<file path="src/rtl/pfw_pkg.sv">
package pfw_pkg;
  localparam int ADDR_W   = 64;
  localparam int GRAN_W   = 20;           // 1 MB granularity
  localparam int FIELD_W  = 32 - GRAN_W;  // writable field width
  localparam int UPPER_W  = ADDR_W - 32;

  function automatic logic [ADDR_W-1:0] base_of(input logic [UPPER_W-1:0] up,
                                                input logic [FIELD_W-1:0] fld);
    return {up, fld, {GRAN_W{1'b0}}};
  endfunction

  function automatic logic [ADDR_W-1:0] limit_of(input logic [UPPER_W-1:0] up,
                                                 input logic [FIELD_W-1:0] fld);
    return {up, fld, {GRAN_W{1'b1}}};
  endfunction

  function automatic logic [7:0] lane_merge(input logic [7:0] old_v,
                                            input logic [7:0] new_v,
                                            input logic en);
    return en ? new_v : old_v;
  endfunction
endpackage

</file>
<file path="src/rtl/pfw_cfg_regs.sv">
module pfw_cfg_regs
  import pfw_pkg::*;
#(
  parameter int CFG_AW  = 6,
  parameter int DW_PAIR = 9,
  parameter int DW_UBAS = 10,
  parameter int DW_ULIM = 11
) (
  input  logic               clk,
  input  logic               rst_n,
  input  logic               cfg_wr,
  input  logic [CFG_AW-1:0]  cfg_dword,
  input  logic [3:0]         cfg_be,
  input  logic [31:0]        cfg_wdata,
  output logic [31:0]        cfg_rdata,
  output logic [FIELD_W-1:0] base_fld,
  output logic [FIELD_W-1:0] lim_fld,
  output logic [UPPER_W-1:0] base_up,
  output logic [UPPER_W-1:0] lim_up
);
  localparam logic [3:0] HW_NIB = 4'h1;

  logic sel_pair, sel_ubas, sel_ulim;
  assign sel_pair = cfg_wr && (cfg_dword == CFG_AW'(DW_PAIR));
  assign sel_ubas = cfg_wr && (cfg_dword == CFG_AW'(DW_UBAS));
  assign sel_ulim = cfg_wr && (cfg_dword == CFG_AW'(DW_ULIM));

  // Paired 16-bit registers: only bits [15:4] are stored.
  logic [15:0] base_img, lim_img, base_nxt, lim_nxt;
  assign base_img = {base_fld, HW_NIB};
  assign lim_img  = {lim_fld,  HW_NIB};
  assign base_nxt = {lane_merge(base_img[15:8], cfg_wdata[15:8],  cfg_be[1]),
                     lane_merge(base_img[7:0],  cfg_wdata[7:0],   cfg_be[0])};
  assign lim_nxt  = {lane_merge(lim_img[15:8],  cfg_wdata[31:24], cfg_be[3]),
                     lane_merge(lim_img[7:0],   cfg_wdata[23:16], cfg_be[2])};

  always_ff @(posedge clk or negedge rst_n) begin
    if (!rst_n) begin
      base_fld <= '0;
      lim_fld  <= '0;
    end else if (sel_pair) begin
      base_fld <= base_nxt[15:4];
      lim_fld  <= lim_nxt[15:4];
    end
  end

  // Upper 32-bit extensions, one flop group per byte lane.
  for (genvar g = 0; g < 4; g++) begin : g_lane
    always_ff @(posedge clk or negedge rst_n) begin
      if (!rst_n) begin
        base_up[g*8 +: 8] <= '0;
        lim_up[g*8 +: 8]  <= '0;
      end else begin
        if (sel_ubas && cfg_be[g]) base_up[g*8 +: 8] <= cfg_wdata[g*8 +: 8];
        if (sel_ulim && cfg_be[g]) lim_up[g*8 +: 8]  <= cfg_wdata[g*8 +: 8];
      end
    end
  end

  always_comb begin
    cfg_rdata = '0;
    if (cfg_dword == CFG_AW'(DW_PAIR))      cfg_rdata = {lim_img, base_img};
    else if (cfg_dword == CFG_AW'(DW_UBAS)) cfg_rdata = base_up;
    else if (cfg_dword == CFG_AW'(DW_ULIM)) cfg_rdata = lim_up;
  end

  // a write with no enabled lane leaves every register unchanged
  a_r3_no_lane_no_change: assert property (@(posedge clk) disable iff (!rst_n)
    (cfg_wr && cfg_be == 4'b0000) |=> ($stable(base_up) && $stable(lim_up)
                                      && $stable(base_fld) && $stable(lim_fld)));

  // a full write to the upper base register is seen on the next cycle
  a_r5_upper_base_loaded: assert property (@(posedge clk) disable iff (!rst_n)
    (sel_ubas && cfg_be == 4'hF) |=> (base_up == $past(cfg_wdata)));

  // the read image of the pair always shows 1h in both low nibbles
  a_r2_nibble_reads_one: assert property (@(posedge clk) disable iff (!rst_n)
    (cfg_dword == CFG_AW'(DW_PAIR)) |-> (cfg_rdata[3:0] == 4'h1 && cfg_rdata[19:16] == 4'h1));
endmodule

</file>
<file path="src/rtl/pfw_range_cmp.sv">
module pfw_range_cmp
  import pfw_pkg::*;
(
  input  logic [FIELD_W-1:0] base_fld,
  input  logic [FIELD_W-1:0] lim_fld,
  input  logic [UPPER_W-1:0] base_up,
  input  logic [UPPER_W-1:0] lim_up,
  input  logic [ADDR_W-1:0]  addr,
  output logic [ADDR_W-1:0]  base_eff,
  output logic [ADDR_W-1:0]  lim_eff,
  output logic               win_en,
  output logic               in_win
);
  assign base_eff = base_of(base_up, base_fld);
  assign lim_eff  = limit_of(lim_up, lim_fld);
  assign win_en   = (base_eff <= lim_eff);
  assign in_win   = win_en && (addr >= base_eff) && (addr <= lim_eff);

  // equal upper halves leave the decision to the 12-bit fields
  always_comb begin
    if (base_up == lim_up)
      a_r7_lower_decides: assert (win_en == (base_fld <= lim_fld));
  end
endmodule

</file>
<file path="src/rtl/pfw_decoder.sv">
module pfw_decoder
  import pfw_pkg::*;
#(
  parameter int CFG_AW  = 6,
  parameter int DW_PAIR = 9,
  parameter int DW_UBAS = 10,
  parameter int DW_ULIM = 11
) (
  input  logic              clk,
  input  logic              rst_n,
  input  logic              cfg_wr,
  input  logic [CFG_AW-1:0] cfg_dword,
  input  logic [3:0]        cfg_be,
  input  logic [31:0]       cfg_wdata,
  output logic [31:0]       cfg_rdata,
  input  logic              txn_valid,
  input  logic [63:0]       txn_addr,
  output logic              hit,
  output logic              hit_vld
);
  logic [FIELD_W-1:0] base_fld, lim_fld;
  logic [UPPER_W-1:0] base_up, lim_up;
  logic [ADDR_W-1:0]  base_eff, lim_eff;
  logic               win_en, in_win;

  pfw_cfg_regs #(
    .CFG_AW(CFG_AW), .DW_PAIR(DW_PAIR), .DW_UBAS(DW_UBAS), .DW_ULIM(DW_ULIM)
  ) u_regs (
    .clk(clk), .rst_n(rst_n), .cfg_wr(cfg_wr), .cfg_dword(cfg_dword),
    .cfg_be(cfg_be), .cfg_wdata(cfg_wdata), .cfg_rdata(cfg_rdata),
    .base_fld(base_fld), .lim_fld(lim_fld), .base_up(base_up), .lim_up(lim_up)
  );

  pfw_range_cmp u_cmp (
    .base_fld(base_fld), .lim_fld(lim_fld), .base_up(base_up), .lim_up(lim_up),
    .addr(txn_addr), .base_eff(base_eff), .lim_eff(lim_eff),
    .win_en(win_en), .in_win(in_win)
  );

  always_ff @(posedge clk or negedge rst_n) begin
    if (!rst_n) begin
      hit     <= 1'b0;
      hit_vld <= 1'b0;
    end else begin
      hit     <= txn_valid && in_win;
      hit_vld <= txn_valid;
    end
  end

  // a hit only follows a strobe
  a_r8_hit_needs_strobe: assert property (@(posedge clk) disable iff (!rst_n)
    hit |-> $past(txn_valid));

  // the valid flag tracks the strobe one cycle later
  a_r8_vld_follows: assert property (@(posedge clk) disable iff (!rst_n)
    txn_valid |=> hit_vld);

  // no hit while the window was off
  a_r6_no_hit_when_off: assert property (@(posedge clk) disable iff (!rst_n)
    hit |-> $past(win_en));

  // a hit address lay between the effective bounds
  a_r4_hit_in_bounds: assert property (@(posedge clk) disable iff (!rst_n)
    hit |-> ($past(txn_addr) >= $past(base_eff) && $past(txn_addr) <= $past(lim_eff)));
endmodule

</file>
<file path="config.mk">
export PLATFORM = sky130hd
export DESIGN_NAME = pfw_decoder
export DESIGN_NICKNAME = d
export VERILOG_FILES = /design/src/rtl/pfw_pkg.sv /design/src/rtl/pfw_cfg_regs.sv /design/src/rtl/pfw_range_cmp.sv /design/src/rtl/pfw_decoder.sv
export SDC_FILE = /design/constraint.sdc
export NUM_CORES = 1
export LEC_CHECK = 0
export BUFFER_PORTS_ARGS = -buffer_cell sky130_fd_sc_hd__buf_2
export CORE_ASPECT_RATIO = 0.7
export CORE_MARGIN = 2
export CORE_UTILIZATION = 50
export CTS_CLUSTER_SIZE = 24
export DETAILED_ROUTE_END_ITERATION = 7
export HOLD_SLACK_MARGIN = 0.03
export PLACE_DENSITY = 0.73
export SYNTH_ARGS = -nofsm -noshare
export SYNTH_HDL_FRONTEND = slang
export SYNTH_SLANG_ARGS = --single-unit
</file>
<file path="constraint.sdc">
create_clock -name clk -period 2.3 [get_ports clk]
set_input_delay 0.23 -clock clk [delete_from_list [all_inputs] [get_ports clk]]
set_output_delay 0.23 -clock clk [all_outputs]
set_load 0.01 [all_outputs]
</file>
==> metrics.md, run 1 <==
| Metric | Value |
|---|---|
| Share of flip-flops with an asynchronous set or reset | 100% |
| Iter 0 DRT Violations | ~410 |
| Rel. slew slack | just over 60% |
| Syn Nets | 995 |
| Total congestion overflow | 0 |
| Worst-Margin Slew | between 0.5 and 0.6 ns |
| Max clock buf depth | 2 |
| Critical path's largest stage delay | between 0.3 and 0.4 ns |
| PwrDens | 545 mW/mm^2 |
| Cells after Synth | roughly 750 |
| Main synth FF type | dfrtp_1 |
| Die W | 147 um |
| Sequential area share after synthesis | 31.3% |
| Via density per instance | between 5 and 6 |
| Startpoint types | flip-flop |
| First drt pass iteration count | 4 |
| Critical R2R Launch | u_regs.lim_fld[1] |
| Total power | between 4 and 5 mW |
| Setup TNS Final | 0 ns |
| DRC Markers | 0 |
| DR WL/cell | between 15 and 20 um |
| Synth unique cells | 45 |
| Crit path required time | ~2.6 ns |
| Total Routing Usage GR | a little over a quarter |
| CTS Sinks | 90 |
| Combinational share of power | a little under 30% |
| WL final | 20.8 mm |
| FILL cells | ~1,200 |
| Worst-skew pair later-pin latency | ~0.34 ns |
| Slowest stage cell on the critical path | dfrtp_1 |
| Post-route setup slack | between 0.08 and 0.09 ns |
| RR Endpoint | hit |
| Placer congestion estimate | roughly 0.97 |
| Placeable Area | around 0.014 mm^2 |
| Psw | 1.55 mW |
| Core Util, Final | a little over three fifths |
| Final Max Tran Viols | 0 |
| Clock buffer count from CTS | 9 |
| Synth Warn # | 0 |
| Clk_skew | 0.00694 ns |
| Vias in the first global route | 6,156 |
| Post-DRT Antenna Nets | 0 |
| Vias | about 6,400 |
| CP endpoint kind | flip-flop |
| Share of cells above drive strength 1 | between 30% and 40% |
| Final setup vio count | 0 |
| Maximum number of pins on one net before global-route repair | 40 |
| Die footprint | ~0.015 mm^2 |
| WHS Endpoint | u_regs.lim_up[17] |
| Hold path start | cfg_wdata[17] |
| IO buf count | roughly 140 |
| Cells along the critical path | inv_1 > ha_1 > a311oi_1 > o21bai_1 > a21oi_1 > o21ai_0 > a31o_2 > a311oi_2 |
| Crit share post-route | approximately 97% |
| Leakage power | between 4 and 5 nW |
| Critical path arrival | approximately 2.5 ns |
| Max Fclk | 0.450 GHz |
| Final hold viol count | 0 |
| Pre-CTS setup slack | -0.0331 ns |
| Main area contributors after synthesis | dfrtp_1, ha_1, mux2_2, inv_1, a21oi_1 |
| Dpl hpwl | 16.7 mm |
| P&R area growth vs syn | 21.6% |
| Chip Height | ~100 um |
| Flop2flop setup slack | about 0.08 ns |
| Switch share | 32.5% |
| Status | completed |
| Root Driver | clkbuf_16 |
| Final Critical Period | 2.22 ns |
| EDFF count, synth | 0 |
| Final nets | between 1,000 and 1,500 |
| Internal | roughly 3.2 mW |
| Seq pwr share | approximately two fifths |
| Hold-critical path depth | 2 |
| Cell taking the most area after synthesis | dfrtp_1 |
| Buf+Inv Stages, Crit Path | 1 |
| Worst min-delay path class | in2reg |
| Clk pwr share | about a third |
| CTS tree | built |
| Synthesized area per cell | ~9.5 um^2 |
| Reg clk slew, reported paths | 0.07 ns |
| H-tree depth | 3 |
| Worst Reg2Reg Path Length in Cells | 8 |
| Max-cap violation count | 0 |
| Syn Std Cell Area | approximately 0.0072 mm^2 |
| Initial antenna violation count | 1 |
| Io pins | ~140 |
| Number of synthesized register bits | 90 |
| Number of placement rows | 36 |
| Initial Util | 51.5% |
| Cell family with most CP delay | compound AO/OA/AOI/OAI gates |
| First-pass GRT wire length | 32.7 mm |
| Critical path class | reg2reg |
| Worst-path fanout max | 3 |
| Worst VDD drop | 0.000433 V |
| Share of the synthesized area in the top cell type | a little under a third |
-- power groups by stage --
stage / Clock, mW / Sequential, mW / Combinational, mW
5_1_grt: 1.61 / 1.84 / 1.59
3_3_place_gp: 0 / 1.84 / 1.31
3_5_place_dp: 0 / 1.85 / 1.34
2_1_floorplan: 0 / 1.82 / 0.840
4_1_cts: 1.55 / 1.82 / 1.35
6_report: 1.53 / 1.82 / 1.41
-- logic make-up (layout without fill, tap and decap cells) --
kind of cell,after synthesis,count (layout),synth area share (%)
other,0,1,0
DFF,90,90,31.3
and+or+nand+nor,177,177,12.0
muxes,95,95,14.8
buffers and inverters,105,278,5.50
adders and majority gates,131,131,22.8
AOI/OAI and AO/OA,156,156,13.7
-- worst max-delay path by stage --
stage | startpoint | cells past startpoint | endpoint | slack, ns
after global placement | u_regs.lim_up[17] | 9 | hit | -0.004
after global routing | u_regs.base_fld[9] | 9 | hit | -0.04
after floorplan | cfg_dword[2] | 7 | u_regs.base_up[12] | 0.34
after CTS | u_regs.lim_up[17] | 9 | hit | 0.03
after detailed placement | u_regs.lim_up[17] | 9 | hit | -0.03
final | u_regs.lim_fld[1] | 8 | hit | 0.08
-- registers in the layout, indices dropped and copies added, names as in the netlist --
signal,cells
u_regs.base_up,32
u_regs.lim_up,32
u_regs.base_fld,12
u_regs.lim_fld,12
hit,1
hit_vld,1
-- metrics by stage --
stage                     instances  hold slack (ns)  area (um^2)
after floorplan                 754          -0.0656         7190
after global placement         1097            0.261         8310
after detailed placement       1097            0.269         8310
after CTS                      1115            0.117         8630
after global routing           1117            0.119         8740
final                          1118            0.123         8740
-- worst register-to-register path: stages, from the launching register on --
cell and delay, ns:
dfrtp_1 0.39, inv_1 0.11, ha_1 0.24, a311oi_1 0.30
o21bai_1 0.13, a21oi_1 0.24, o21ai_0 0.20, a31o_2 0.31
a311oi_2 0.23
-- routing by layer --
metal | vias up | share of wire (%) | track usage (%) | wire, um
li1 | 3081 | - | - | -
met4 | 0 | 2.1 | 7.07 | 427
met3 | 27 | 8.3 | 5.96 | 1720
met1 | 2984 | 47 | 40.1 | 9800
met5 | - | 0 | 0 | 0
met2 | 266 | 42 | 40.2 | 8810
-- cells in the mapped netlist, drive strengths merged (4+ instances only) --
cell type	instances
a211oi	4
a21o	20
a21oi	46
a221oi	4
a22oi	25
and4	4
clkbuf	13
dfrtp	90
ha	131
inv	89
mux2	89
mux2i	6
nand2	67
nand3	14
nand4	26
nor2	46
nor3	5
nor4	7
o211ai	4
o21ai	37
-- placed cells by master, fill, tap and decap left out, drive strengths merged, types with 2 or more instances in the layout --
cell         synthesis  final
a2111oi              3      3
a211oi               4      4
a21boi               2      2
a21o                20     20
a21oi               46     46
a221oi               4      4
a22oi               25     25
a311oi               3      3
and4                 4      4
buf                  3    171
clkbuf              13     10
clkinv               0      3
dfrtp               90     90
dlygate4sd3          0      2
ha                 131    131
inv                 89     90
mux2                89     89
mux2i                6      6
nand2               67     67
nand3               14     14
nand4               26     26
nor2                46     46
nor2b                2      2
nor3                 5      5
nor3b                2      2
nor4                 7      7
o211ai               4      4
o21ai               37     37
-- repair_timing --
item                       CTS  global route
pin swaps                    0             6
hold buffers                 2             0
setup buffers                0             2
setup endpoints to repair    1             1
gates resized for setup      1            17
hold endpoints to repair    38             0
-- layout make-up --
class / count / area [um^2] / area share [%]
repair buffers: 173 / 973 / 11.1
inverters: 89 / 334 / 3.82
well taps: 190 / 238 / 2.72
diodes: 1 / 2.50 / 0.0286
multi-input cells: 559 / 4640 / 53.0
clock inverters: 6 / 65.1 / 0.744
flip-flops and latches: 90 / 2250 / 25.8
clock buffers: 10 / 239 / 2.73
No activity file was read; power rests on OpenSTA's default activity.
==> run 2, diff against run 1 <==
--- a/config.mk
+++ b/config.mk
@@ -5,11 +5,11 @@
 export SDC_FILE = /design/constraint.sdc
 export NUM_CORES = 1
 export LEC_CHECK = 0
-export BUFFER_PORTS_ARGS = -buffer_cell sky130_fd_sc_hd__buf_2
+export BUFFER_PORTS_ARGS = -buffer_cell sky130_fd_sc_hd__clkbuf_2
 export CORE_ASPECT_RATIO = 0.7
 export CORE_MARGIN = 2
 export CORE_UTILIZATION = 50
-export CTS_CLUSTER_SIZE = 24
+export CTS_CLUSTER_SIZE = 12
 export DETAILED_ROUTE_END_ITERATION = 7
 export HOLD_SLACK_MARGIN = 0.03
 export PLACE_DENSITY = 0.73
==> metrics.md, run 2 (synthesized netlist as in run 1, its figures left out) <==
| Metric | Value |
|---|---|
| Critical path class | reg2reg |
| Via density per instance | 5.60 (-1.5%) |
| Most frequent cells in the layout | clkbuf_2, ha_1, dfrtp_1, inv_1, mux2_2 |
| Worst min-delay path class | in2reg |
| Maximum number of pins on one net before global-route repair | 48 (+20%) |
| Io pins | 144 (unchanged) |
| Crit path required time | 2.52 ns (-0.04 ns) |
| Critical path arrival | 2.41 ns (-0.07 ns) |
| DRC Markers | 0 (unchanged) |
| Clk_skew | 0.00790 ns (+0.000961 ns) |
| Cells along the critical path | inv_1 > ha_1 > a21oi_1 > o21ai_0 > a221oi_1 > o211ai_1 > a211o_1 > nand3_1 > a311oi_1 |
| Worst-path fanout max | 4 (+1) |
| Final hold viol count | 0 (unchanged) |
| Final setup vio count | 0 (unchanged) |
| Final Max Tran Viols | 0 (unchanged) |
| Final nets | 1,162 (-0.086%) |
| CTS tree | built |
| Initial antenna violation count | 0 (-1) |
| Placer congestion estimate | 0.913 (-6.2%) |
| Iter 0 DRT Violations | 357 (-14%) |
| Initial Util | 51.5% (unchanged) |
| Ant. Diodes | 0 (-1) |
| Critical path's largest stage delay | 0.40 ns (about the same) |
| Vias | 6,251 (-1.7%) |
| Status | completed |
| First drt pass iteration count | 5 (+1) |
| Post-DRT Antenna Nets | 0 (unchanged) |
| Area after DPL | 0.00832 mm^2 (about the same) |
| Max-cap violation count | 0 (unchanged) |
| Cell family with most CP delay | compound AO/OA/AOI/OAI gates |
| Buf+Inv Stages, Crit Path | 1 (unchanged) |
| Dpl hpwl | 16.6 mm (-0.90%) |
| Chip Height | 104 um (unchanged) |
| Worst-Margin Slew | 0.543 ns (-0.0398 ns) |
| Total congestion overflow | 0 (unchanged) |
| First-pass GRT wire length | 33.2 mm (+1.6%) |
| IO buf count | 143 (unchanged) |
| Worst-skew pair later-pin latency | 0.35 ns (about the same) |
| Leakage power | 4.30 nW (-0.17%) |
| H-tree depth | 3 (unchanged) |
| Max Fclk | 0.457 GHz (+1.5%) |
| Die footprint | 0.0154 mm^2 (unchanged) |
| Final Critical Period | 2.19 ns (-0.0319 ns) |
| Largest registers | u_regs.base_up: 32 flops, u_regs.lim_up: 32 flops |
| Slowest stage cell on the critical path | dfrtp_1 |
| Max clock buf depth | 2 (unchanged) |
| Post-Layout Inst Area | 0.00868 mm^2 (-0.70%) |
| Placeable Area | 0.0140 mm^2 (unchanged) |
| Share of cells above drive strength 1 | 31.3% (-0.94 points) |
| WL final | 20.7 mm (-0.29%) |
| CTS Sinks | 90 (unchanged) |
| Vias in the first global route | 6,284 (+2.1%) |
| Crit share post-route | 95.1% (-1.4 points) |
| RSZ-0062 raised after global routing | no |
| Rel. slew slack | 63.8% (+2.7 points) |
| Clock buffer count from CTS | 9 (unchanged) |
| Startpoint types | flip-flop |
| Root Driver | clkbuf_16 |
| Total power | 4.79 mW (+0.48%) |
| Number of placement rows | 36 (unchanged) |
| Total Routing Usage GR | 27.5% (+0.37 points) |
| PwrDens | 551 mW/mm^2 (+1.2%) |
| Die W | 147 um (unchanged) |
| Commonest non-fill, non-tap cell in the layout | clkbuf_2 |
| Reg clk slew, reported paths | 0.07 ns (about the same) |
| DR WL/cell | 18.5 um (-0.11%) |
| Worst VDD drop | 0.000369 V (-15%) |
| P&R area growth vs syn | 20.7% |
| CP endpoint kind | flip-flop |
==> run 2: changes by cell type in the layout (fill, tap and decap cells not counted), moves of 2 or more <==
cell / before / now
ha_4: 3 / 0
a21oi_2: 2 / 0
ha_1: 128 / 131
a2111oi_1: 2 / 0
a2111oi_0: 0 / 2
a21oi_1: 44 / 46
clkbuf_2: 0 / 142
buf_2: 142 / 0
==> run 2: timing repair <==
item,in CTS,in global routing
pin swaps,0,1
setup endpoints to repair,1,1
cloned,0,0
resized for setup,2,5
setup buffers,0,0
endpoints found under the hold margin,35,1
hold buffers,1,1
==> run 2: where the power goes <==
part | switching [mW] | internal (mW) | total [mW]
Clock | 0.665 | 0.908 | 1.57
Sequential | 0.109 | 1.71 | 1.82
Combinational | 0.774 | 0.617 | 1.39
Total | 1.55 | 3.24 | 4.79
==> run 2: layout make-up <==
class	count	area [um^2]
clock inverter	5	61.3
inverter	89	334
tap	190	238
clock buffer	11	253
timing repair buffer	172	966
multi-input combinational	559	4580
sequential	90	2250
fill	1210	5280
==> run 2: final timing paths <==
| check | start | endpoint | slack, ns | cells after the start |
|---|---|---|---|---|
| worst max register to register | u_regs.base_up[1] | hit | 0.11 | 9 |
| worst max-delay path | u_regs.base_up[1] | hit | 0.11 | 9 |
| max in group asynchronous | rst_n | u_regs.lim_fld[10] | 1.26 | 3 |
| worst min-delay path | cfg_wdata[17] | u_regs.lim_up[17] | 0.13 | 2 |
| min in group asynchronous | rst_n | u_regs.lim_up[12] | 0.40 | 2 |
| worst min register to register | u_regs.lim_fld[8] | u_regs.lim_fld[8] | 0.51 | 1 |
==> run 2: per-layer routing <==
layer / vias up / GRT usage, % / wire [um]
met5: - / 0 / 0
met4: 0 / 7.42 / 442
met3: 28 / 5.04 / 1640
met2: 240 / 41.5 / 8810
met1: 2915 / 40.5 / 9800
li1: 3068 / - / -
==> run 2: per-stage QoR <==
| step | setup TNS [ns] | setup WS, ns | hold WS (ns) | cells | util (%) |
|---|---|---|---|---|---|
| 2_1_floorplan | 0 | 0.336 | -0.0656 | 754 | - |
| 6_report | 0 | 0.112 | 0.128 | 1116 | 62.2 |
| 4_1_cts | 0 | 0.0118 | 0.0315 | 1115 | 61.9 |
| 3_3_place_gp | -0.0370 | -0.0370 | 0.242 | 1098 | 59.6 |
| 5_1_grt | 0 | 0.00154 | 0.123 | 1116 | 62.2 |
| 3_5_place_dp | -0.0724 | -0.0724 | 0.247 | 1098 | 59.6 |
==> run 3, diff against run 2 <==
--- a/config.mk
+++ b/config.mk
@@ -6,13 +6,14 @@
 export NUM_CORES = 1
 export LEC_CHECK = 0
 export BUFFER_PORTS_ARGS = -buffer_cell sky130_fd_sc_hd__clkbuf_2
-export CORE_ASPECT_RATIO = 0.7
+export CORE_ASPECT_RATIO = 0.6
 export CORE_MARGIN = 2
 export CORE_UTILIZATION = 50
 export CTS_CLUSTER_SIZE = 12
 export DETAILED_ROUTE_END_ITERATION = 7
 export HOLD_SLACK_MARGIN = 0.03
-export PLACE_DENSITY = 0.73
+export PLACE_DENSITY = 0.75
+export SKIP_LAST_GASP = 1
 export SYNTH_ARGS = -nofsm -noshare
 export SYNTH_HDL_FRONTEND = slang
 export SYNTH_SLANG_ARGS = --single-unit
==> constraint.sdc (replaced) <==
create_clock -name clk -period 2 [get_ports clk]
set_input_delay 0.2 -clock clk [delete_from_list [all_inputs] [get_ports clk]]
set_output_delay 0.2 -clock clk [all_outputs]
set_load 0.01 [all_outputs]
==> metrics.md, run 3 (synthesized netlist as in run 1, its figures left out) <==
| Metric | Value |
|---|---|
| DR WL/cell | 18.7 um (+0.81%) |
| Post-DRT Antenna Nets | 0 (unchanged) |
| Final hold viol count | 0 (unchanged) |
| Die W | 159 um (+7.8%) |
| Slowest stage cell on the critical path | a211oi_1 |
| DRC Markers | 0 (unchanged) |
| Area of the multi-input gates | 0.00477 mm^2 (+4.2%) |
| Final Max Tran Viols | 0 (unchanged) |
| Die footprint | 0.0154 mm^2 (+0.10%) |
| Final nets | 1,270 (+9.3%) |
| FF+latch area | 0.00225 mm^2 (unchanged) |
| Psw | 1.98 mW (+28%) |
| Crit share post-route | 108% (+12 points) |
| RSZ-0062 raised after global routing | yes |
| CP endpoint kind | flip-flop |
| Maximum number of pins on one net before global-route repair | 41 (-15%) |
| First drt pass iteration count | 5 (unchanged) |
| Share of cells above drive strength 1 | 41.7% (+10 points) |
| Ant. Diodes | 0 (unchanged) |
| Flop2flop setup slack | -0.15 ns (-0.26 ns) |
| Leakage power | 4.86 nW (+13%) |
| P&R area growth vs syn | 34.8% |
| FILL cells | 1,057 (-13%) |
| Vias | 6,972 (+12%) |
| Reg clk slew, reported paths | 0.07 ns (about the same) |
| Clock buffer count from CTS | 9 (unchanged) |
| Initial Util | 52.0% (+0.49 points) |
| Worst VDD drop | 0.000525 V (+42%) |
| Final hold slack | 0.0870 ns (-0.0407 ns) |
| Startpoint types | flip-flop |
| Cells along the critical path | inv_1 > ha_1 > nand4_1 > buf_4 > a211oi_1 > a2111oi_4 > o22ai_1 > o22a_1 > a311oi_2 |
| Io pins | 144 (unchanged) |
| WL final | 22.9 mm (+11%) |
| Internal | 3.92 mW (+21%) |
| WHS Endpoint | u_regs.base_up[19] |
| Chip Height | 96.9 um (-7.1%) |
| Buf+Inv Stages, Crit Path | 2 (+1) |
| Worst min-delay path class | in2reg |
| Critical R2R Launch | u_regs.lim_up[27] |
| Worst Reg2Reg Path Length in Cells | 9 (unchanged) |
| Pre-CTS setup slack | -0.273 ns (-0.200 ns) |
| Vias in the first global route | 7,090 (+13%) |
| Max clock buf depth | 2 (unchanged) |
| Max-cap violation count | 0 (unchanged) |
| Critical path's largest stage delay | 0.37 ns (-0.03 ns) |
| Clk pwr share | 30.5% (-2.4 points) |
| Fin cells | 1,226 (+9.9%) |
| Worst-Margin Slew | 0.604 ns (+0.0613 ns) |
| Failing checks | setup timing |
| H-tree depth | 3 (unchanged) |
| Largest registers | u_regs.base_up: 32 flops, u_regs.lim_up: 32 flops |
| Dpl hpwl | 18.2 mm (+9.4%) |
| CTS Sinks | 90 (unchanged) |
| Critical path arrival | 2.37 ns (-0.04 ns) |
| Switch share | 33.5% (+1.2 points) |
| First-pass GRT wire length | 36.3 mm (+9.5%) |
| Total congestion overflow | 0 (unchanged) |
| Core Util, Final | 70.1% (+7.9 points) |
| Clk_skew | 0.00643 ns (-0.00147 ns) |
| Final Critical Period | 2.15 ns (-0.0373 ns) |
| Worst-skew pair later-pin latency | 0.35 ns (about the same) |
| Most frequent cells in the layout | clkbuf_2, buf_4, ha_1, dfrtp_1, mux2_2 |
| Root Driver | clkbuf_16 |
| PwrDens | 609 mW/mm^2 (+10%) |
| Max Fclk | 0.465 GHz (+1.7%) |
| Placeable Area | 0.0138 mm^2 (-0.94%) |
| Rel. slew slack | 59.7% (-4.1 points) |
| Hold-critical path depth | 2 (unchanged) |
| Final setup vio count | 1 (+1) |
| RR Endpoint | hit |
| DP Cell Count | 1,203 (+9.6%) |
| Combinational share of power | 34.5% (+5.4 points) |
| CTS tree | built |
| Critical path class | reg2reg |
| Iter 0 DRT Violations | 555 (+55%) |
| Total Routing Usage GR | 30.0% (+2.4 points) |
| Initial antenna violation count | 0 (unchanged) |
| Crit path required time | 2.22 ns (-0.30 ns) |
| Worst-path fanout max | 2 (-2) |
| Cell family with most CP delay | compound AO/OA/AOI/OAI gates |
| Number of placement rows | 33 (-8.3%) |
| Placer congestion estimate | 0.957 (+4.9%) |
| Commonest non-fill, non-tap cell in the layout | clkbuf_2 |
| Hold path start | cfg_wdata[19] |
| Post-route setup slack | -0.151 ns (-0.263 ns) |
| Seq pwr share | 35.0% (-3.1 points) |
| IO buf count | 143 (unchanged) |
| Via density per instance | 5.69 (+1.5%) |
| Status | complete, but fails checks |
[run 3: cell types whose count changed in the layout (fill, tap and decap cells not counted), moves of 7 or more]
| cell | change |
|---|---|
| buf_4 | +106 |
| a21oi_1 | -8 |
| a21oi_2 | +8 |
| inv_1 | -8 |
| inv_2 | +8 |
| ha_1 | -7 |
| ha_4 | +7 |
[run 3: worst max-delay path by stage]
stage | startpoint | slack, ns | end | cells after the start
after CTS | u_regs.lim_up[12] | -0.16 | hit | 9
after floorplan | u_regs.lim_up[25] | 0.04 | hit | 8
after detailed placement | u_regs.lim_up[17] | -0.27 | hit | 9
after global routing | u_regs.base_up[17] | -0.22 | hit | 9
after global placement | u_regs.lim_up[17] | -0.25 | hit | 9
final | u_regs.lim_up[27] | -0.15 | hit | 9
[run 3: area by class of cell]
| type | count | share of cell area [%] |
|---|---|---|
| timing repair buffer | 280 | 18.6 |
| clock buffer | 9 | 2.32 |
| multi-input combinational | 559 | 49.2 |
| tap | 192 | 2.48 |
| clock inverter | 7 | 0.774 |
| sequential | 90 | 23.2 |
| inverter | 89 | 3.45 |
[run 3: metal layers]
layer | global-route usage (%) | vias up | share of wire, %
met4 | 6.77 | 0 | 2.3
met5 | 0 | - | 0
met2 | 45.9 | 312 | 43
met3 | 8.15 | 50 | 9.1
met1 | 42.3 | 3325 | 46
li1 | - | 3285 | -
[run 3: timing repair]
action	in CTS	in global routing
setup endpoints to repair	1	1
hold buffers	2	0
setup buffers	2	3
gates resized for setup	11	38
endpoints found under the hold margin	38	0
pin swaps	6	13
[run 3: worst register-to-register path, delay by kind of cell, from the launching register on]
kind,cells,cell delay [ns]
flip-flops,1,0.36
buffers and inverters,2,0.28
adder cells (fa/ha/maj),1,0.36
AND/OR/NAND/NOR,1,0.19
AO/OA/AOI/OAI,5,0.83
[run 3: power groups by stage]
stage	logic, mW	clock network [mW]	registers (mW)
2_1_floorplan	0.966	0	2.09
3_5_place_dp	1.84	0	2.09
6_report	2.04	1.80	2.06
4_1_cts	1.90	1.81	2.06
5_1_grt	2.25	1.88	2.08
3_3_place_gp	1.79	0	2.09
[run 3: through the flow]
| stage | instance area (um^2) | power (mW) | TNS, ns |
|---|---|---|---|
| final | 9690 | 5.90 | -0.151 |
| after CTS | 9500 | 5.76 | -0.164 |
| after global placement | 9120 | 3.87 | -0.299 |
| after detailed placement | 9120 | 3.94 | -0.591 |
| after global routing | 9690 | 6.21 | -0.219 |
| after floorplan | 7190 | 3.06 | 0 |
